--- src/rtl/wdg_pkg.sv ---
package wdg_pkg;
    localparam int DATA_W = 32;
    localparam int ADDR_W = 12;

    localparam logic [ADDR_W-1:0] OFS_PERIOD = 12'h000;
    localparam logic [ADDR_W-1:0] OFS_COUNT  = 12'h004;
    localparam logic [ADDR_W-1:0] OFS_CTRL   = 12'h008;
    localparam logic [ADDR_W-1:0] OFS_CLEAR  = 12'h00C;
    localparam logic [ADDR_W-1:0] OFS_RAW    = 12'h010;
    localparam logic [ADDR_W-1:0] OFS_MASKED = 12'h014;
    localparam logic [ADDR_W-1:0] OFS_LOCK   = 12'hC00;

    localparam logic [DATA_W-1:0] UNLOCK_KEY = 32'h1ACCE551;

    // control fields: bit 1 arms reset, bit 0 runs the counter
    typedef struct packed {
        logic rst_arm;
        logic run;
    } ctrl_t;

    typedef enum logic [2:0] {
        TGT_NONE,
        TGT_PERIOD,
        TGT_CTRL,
        TGT_CLEAR,
        TGT_LOCK
    } wr_tgt_e;

    function automatic wr_tgt_e decode_wr(logic [ADDR_W-1:0] a);
        case (a)
            OFS_PERIOD: return TGT_PERIOD;
            OFS_CTRL:   return TGT_CTRL;
            OFS_CLEAR:  return TGT_CLEAR;
            OFS_LOCK:   return TGT_LOCK;
            default:    return TGT_NONE;
        endcase
    endfunction
endpackage

--- src/rtl/wdg_regs.sv ---
module wdg_regs
    import wdg_pkg::*;
#(
    parameter int DW = wdg_pkg::DATA_W,
    parameter int AW = wdg_pkg::ADDR_W
) (
    input  logic          clk,
    input  logic          rst_i,
    input  logic          psel,
    input  logic          penable,
    input  logic          pwrite,
    input  logic [AW-1:0] paddr,
    input  logic [DW-1:0] pwdata,
    output logic [DW-1:0] period_q,
    output ctrl_t         ctrl_q,
    output logic          locked_q,
    output logic          period_wr,
    output logic          clear_wr
);
    logic    access;
    wr_tgt_e tgt;

    assign access = psel && penable && pwrite;
    assign tgt    = access ? decode_wr(paddr) : TGT_NONE;

    assign period_wr = !locked_q && (tgt == TGT_PERIOD);
    assign clear_wr  = !locked_q && (tgt == TGT_CLEAR);

    always_ff @(posedge clk) begin
        if (rst_i) begin
            locked_q <= 1'b0;
            period_q <= '1;
            ctrl_q   <= '0;
        end else begin
            if (tgt == TGT_LOCK) begin
                locked_q <= (pwdata != UNLOCK_KEY);
            end
            if (!locked_q) begin
                case (tgt)
                    TGT_PERIOD: period_q <= pwdata;
                    TGT_CTRL:   ctrl_q   <= ctrl_t'(pwdata[1:0]);
                    default:    ;
                endcase
            end
        end
    end

    // a locked block keeps its configuration
    a_r4_locked_hold: assert property (@(posedge clk) disable iff (rst_i)
        (locked_q && access) |=> ($stable(period_q) && $stable(ctrl_q)));

    // the key opens the block
    a_r3_key_opens: assert property (@(posedge clk) disable iff (rst_i)
        (access && paddr == OFS_LOCK && pwdata == UNLOCK_KEY) |=> !locked_q);
endmodule

--- src/rtl/wdg_core.sv ---
module wdg_core
    import wdg_pkg::*;
#(
    parameter int DW = wdg_pkg::DATA_W
) (
    input  logic          clk,
    input  logic          rst_i,
    input  ctrl_t         ctrl,
    input  logic [DW-1:0] period,
    input  logic          period_wr,
    input  logic          clear_wr,
    input  logic [DW-1:0] wr_data,
    output logic [DW-1:0] count_q,
    output logic          raw_q,
    output logic          rst_q
);
    logic serviced;
    logic at_zero;
    logic expire;

    assign serviced = period_wr || clear_wr;
    assign at_zero  = (count_q == '0);
    assign expire   = ctrl.run && at_zero && !serviced;

    always_ff @(posedge clk) begin
        if (rst_i) begin
            count_q <= '1;
            raw_q   <= 1'b0;
            rst_q   <= 1'b0;
        end else begin
            if (period_wr) begin
                count_q <= wr_data;
            end else if (clear_wr) begin
                count_q <= period;
            end else if (ctrl.run) begin
                count_q <= at_zero ? period : count_q - 1'b1;
            end

            if (clear_wr) begin
                raw_q <= 1'b0;
            end else if (expire) begin
                raw_q <= 1'b1;
            end

            if (expire && raw_q && ctrl.rst_arm) begin
                rst_q <= 1'b1;
            end
        end
    end

    // stopped counter holds
    a_r5_hold: assert property (@(posedge clk) disable iff (rst_i)
        (!ctrl.run && !serviced) |=> $stable(count_q));

    // running counter steps down by one
    a_r5_step: assert property (@(posedge clk) disable iff (rst_i)
        (ctrl.run && !at_zero && !serviced) |=> (count_q == $past(count_q) - 1'b1));

    // expiry leaves the raw flag set
    a_r6_flag_set: assert property (@(posedge clk) disable iff (rst_i)
        (ctrl.run && at_zero && !serviced) |=> raw_q);

    // reset request is sticky
    a_r7_sticky: assert property (@(posedge clk) disable iff (rst_i)
        rst_q |=> rst_q);

    // reset request needs a pending flag and the arm bit
    a_r7_cause: assert property (@(posedge clk) disable iff (rst_i)
        $rose(rst_q) |-> ($past(raw_q) && $past(ctrl.rst_arm)));
endmodule

--- src/rtl/wdg_timer.sv ---
module wdg_timer
    import wdg_pkg::*;
(
    input  logic              clk,
    input  logic              rst_i,
    input  logic              psel,
    input  logic              penable,
    input  logic              pwrite,
    input  logic [ADDR_W-1:0] paddr,
    input  logic [DATA_W-1:0] pwdata,
    output logic [DATA_W-1:0] prdata,
    output logic              irq_o,
    output logic              wdog_rst_o
);
    logic [DATA_W-1:0] period_q;
    ctrl_t             ctrl_q;
    logic              locked_q;
    logic              period_wr;
    logic              clear_wr;
    logic [DATA_W-1:0] count_q;
    logic              raw_q;
    logic              masked;

    wdg_regs #(.DW(DATA_W), .AW(ADDR_W)) u_regs (
        .clk       (clk),
        .rst_i     (rst_i),
        .psel      (psel),
        .penable   (penable),
        .pwrite    (pwrite),
        .paddr     (paddr),
        .pwdata    (pwdata),
        .period_q  (period_q),
        .ctrl_q    (ctrl_q),
        .locked_q  (locked_q),
        .period_wr (period_wr),
        .clear_wr  (clear_wr)
    );

    wdg_core #(.DW(DATA_W)) u_core (
        .clk       (clk),
        .rst_i     (rst_i),
        .ctrl      (ctrl_q),
        .period    (period_q),
        .period_wr (period_wr),
        .clear_wr  (clear_wr),
        .wr_data   (pwdata),
        .count_q   (count_q),
        .raw_q     (raw_q),
        .rst_q     (wdog_rst_o)
    );

    assign masked = raw_q && ctrl_q.run;
    assign irq_o  = masked;

    always_comb begin
        prdata = '0;
        case (paddr)
            OFS_PERIOD: prdata = period_q;
            OFS_COUNT:  prdata = count_q;
            OFS_CTRL:   prdata[1:0] = ctrl_q;
            OFS_RAW:    prdata[0] = raw_q;
            OFS_MASKED: prdata[0] = masked;
            OFS_LOCK:   prdata[0] = locked_q;
            default:    prdata = '0;
        endcase
    end

    // interrupt pin never outlives the run bit
    a_r9_irq_gated: assert property (@(posedge clk) disable iff (rst_i)
        $fell(ctrl_q.run) |-> !irq_o);
endmodule

--- config.mk ---
export PLATFORM = sky130hd
export DESIGN_NAME = wdg_timer
export DESIGN_NICKNAME = d
export VERILOG_FILES = /design/src/rtl/wdg_pkg.sv /design/src/rtl/wdg_regs.sv /design/src/rtl/wdg_core.sv /design/src/rtl/wdg_timer.sv
export SDC_FILE = /design/constraint.sdc
export NUM_CORES = 1
export LEC_CHECK = 0
export BUFFER_PORTS_ARGS = -buffer_cell sky130_fd_sc_hd__buf_2
export CAP_MARGIN = 15
export CORE_MARGIN = 5
export CORE_UTILIZATION = 45
export DETAILED_ROUTE_END_ITERATION = 7
export GPL_ROUTABILITY_DRIVEN = 0
export HOLD_SLACK_MARGIN = 0.15
export PLACE_DENSITY = 0.67
export SYNTH_ARGS = -nofsm -noshare
export SYNTH_HDL_FRONTEND = slang
export SYNTH_SLANG_ARGS = --single-unit
--- constraint.sdc ---
create_clock -name clk -period 3.3 [get_ports clk]
set_clock_uncertainty 0.05 [all_clocks]
set_input_delay 0.33 -clock clk [delete_from_list [all_inputs] [get_ports clk]]
set_output_delay 0.33 -clock clk [all_outputs]
set_load 0.01 [all_outputs]
==> out/metrics.yaml <==
clocking:
  cts.htree.levels: 3
  clk-insertion-delay-late_ns: 0.35
  cts_buffer_depth: 2
  ctsResizeCount: 0
  cts_sinks: 69
  cts_root_buf: "clkbuf_8"
  clk_pin_slew_worst_paths_ns: 0.08
  cts_buffers: 9
  cts_tree: "built"
yosys:
  ys_ff_latch: 69
  yosysUniqueCellTypes: 67
  synth_area_leaders: "dfxtp_1 33%, nand2_1 7.2%, a22o_1 6.2%, nor2_1 5.2%, a21oi_1 4.3%"
  synth_enable_flop_cells: 0
  synth-main-ff-cell: "dfxtp_1"
  synth.largest_area_cell: "dfxtp_1"
  synth_fp_nets: 597
  async_flop_share: 0
  netlist_area_um2: 4227
  syn_inst: 546
  synth.most_common_cell: "nand2_1"
  synth_warnings: 0
  synth_top_area_frac: 0.3268
  seq_area_frac_synth: 0.3268
  synthTopCellsByCount: "81 x nand2_1, 69 x dfxtp_1, 58 x nor2_1, 36 x a21oi_1, 31 x clkbuf_1"
  syn_avg_cell_area_um2: 7.741
finish:
  fin_util: 0.5503
  antenna_cells: 0
  nets: 668
  drive_above_1_share: 0.2110
  nFillCells: 881
  instances_no_fill: 732
  area_growth_pct: 19.75
pwr:
  cellLeakagePower_nw: 2.043
  max-vdd-ir-drop_mv: 0.4059
  power_w: 0.001847
  power.density_nw_per_um2: 365.0
min_path:
  hold_path_class: "input pin to register"
drt:
  detail_route.wl_per_cell_um: 18.68
  ant_nets: 0
  via_count: 4486
  wl_um: 13680
  drt_iter0_markers: 407
  viasPerCell: 6.128
  drc: 0
  first_pass_iters: 5
global_routing:
  grt_max_degree: 50
  grt.busiest_layer: "met2"
  gr-total-overflow: 0
  grtUsageTotal: 0.2395
  gr-usage-met1: 0.3215
  met2_usage: 0.3943
  use_met3: 0.04756
  antenna_found_initial: 0
  grt_pass1_vias: 4306
  grt_pass1_wl_um: 22120
die:
  chipWidth_um: 106.9
  die-area_um2: 11430
  core.rowCount: 35
  core_um2: 9196
  start_util: 0.4596
  die_y_um: 106.9
  ios: 83
sta:
  fin_crit_ns: 2.800
  worstMarginPinSlew_ns: 1.241
  tns_ns: 0
  hold_viol_final: 0
  finalCritPeriodShare: 0.8486
  rsz0062_at_grt: "false"
  setup_ws_ns: 0.4996
  slew_headroom: 0.1730
  max_freq_mhz: 357.1
  drv_slew: 0
  setup_violations: 0
placement:
  dp_cells: 711
  dp_hpwl_um: 9343
  place_ws_ns: 0.3952
  port_buffers: 82
setup_path:
  cp.required_ns: 3.43
  end_kind: "register"
  crit_arrival_ns: 2.93
  cp-start-kind: "register"
  crit_fanout: 9
  crit_type: "register to register"
run_status:
  status: "finished, final reports clean"
run:
  cap_viol_max_count: 0
-- critical path, cell delays in order (launching register included) --
cell and delay, ns:
dfxtp_1 0.38, or4_1 0.76, nor4_4 0.41, and2_0 0.40, a21oi_2 0.24, a221oi_1 0.27, o21ai_0 0.11
-- metrics by stage --
step / hold WS, ns / instance area, um^2
finish: 0.1554 / 5061
global route: 0.1584 / 5061
CTS: 0.1517 / 5061
detailed placement: 0.4096 / 4741
global placement: 0.4003 / 4741
floorplan: 0.3790 / 4227
-- layout make-up --
cell class	count	area (um^2)	area share
Clock buffer	9	123.9	0.02447
Clock inverter	6	136.4	0.02695
Sequential cell	69	1381	0.2729
Multi-Input combinational cell	427	2663	0.5261
Inverter	8	30.03	0.005933
Tap cell	111	138.9	0.02744
Timing Repair Buffer	102	588.1	0.1162
-- path summary, 6_finish.rpt --
path	from	end	slack [ns]	cells past startpoint
setup / recovery	u_core.count_q[2]	u_core.count_q[15]	0.50	6
hold / removal	pwdata[28]	u_regs.period_q[28]	0.16	3
setup reg to reg	u_core.count_q[2]	u_core.count_q[15]	0.50	6
hold reg to reg	u_regs.period_q[10]	u_core.count_q[10]	0.42	2
-- routing by layer --
layer	vias to the layer above	share of wire
met2	183	0.46
met3	15	0.071
met1	2125	0.46
met5	-	0
met4	0	0.0096
li1	2163	-
-- repair_timing --
item	4_1_cts	5_1_grt
hold buffers	6	0
buffers inserted	0	0
endpoints found under the hold margin	6	0
-- sequential cells by signal, summed over array words and instances (netlist names) --
name,cells
u_core.count_q,32
u_regs.period_q,32
u_regs.ctrl_q,2
u_core.raw_q,1
u_core.rst_q,1
u_regs.locked_q,1
-- power breakdown --
group	internal (W)	total [W]	switching [W]
clock network	0.000576	0.000921	0.000345
logic	0.0000374	0.0000944	0.0000571
registers	0.000832	0.000832	0.0000000594
-- cell usage in the layout (no fill, tap or decap), types with 9 or more instances in the layout --
master and n:
a21oi_1 36, a22o_1 30, buf_2 82, o21ai_0 24
nand4_1 9, nor2_1 58, xnor2_1 12, nand2_1 81
nand3_1 13, dfxtp_1 69, a221oi_1 13, buf_4 13
nor3_1 13, o22ai_1 10, clkbuf_8 9
-- cells by family after synthesis --
kind of cell / Yosys count / share of synthesized area
simple gates: 239 / 0.3011
compound gates: 161 / 0.2653
flops: 69 / 0.3268
buf+inv: 50 / 0.04707
xor+xnor: 18 / 0.03730
mux: 7 / 0.01658
fa+ha+maj: 2 / 0.005920
Power figures use the tool's default switching activity.
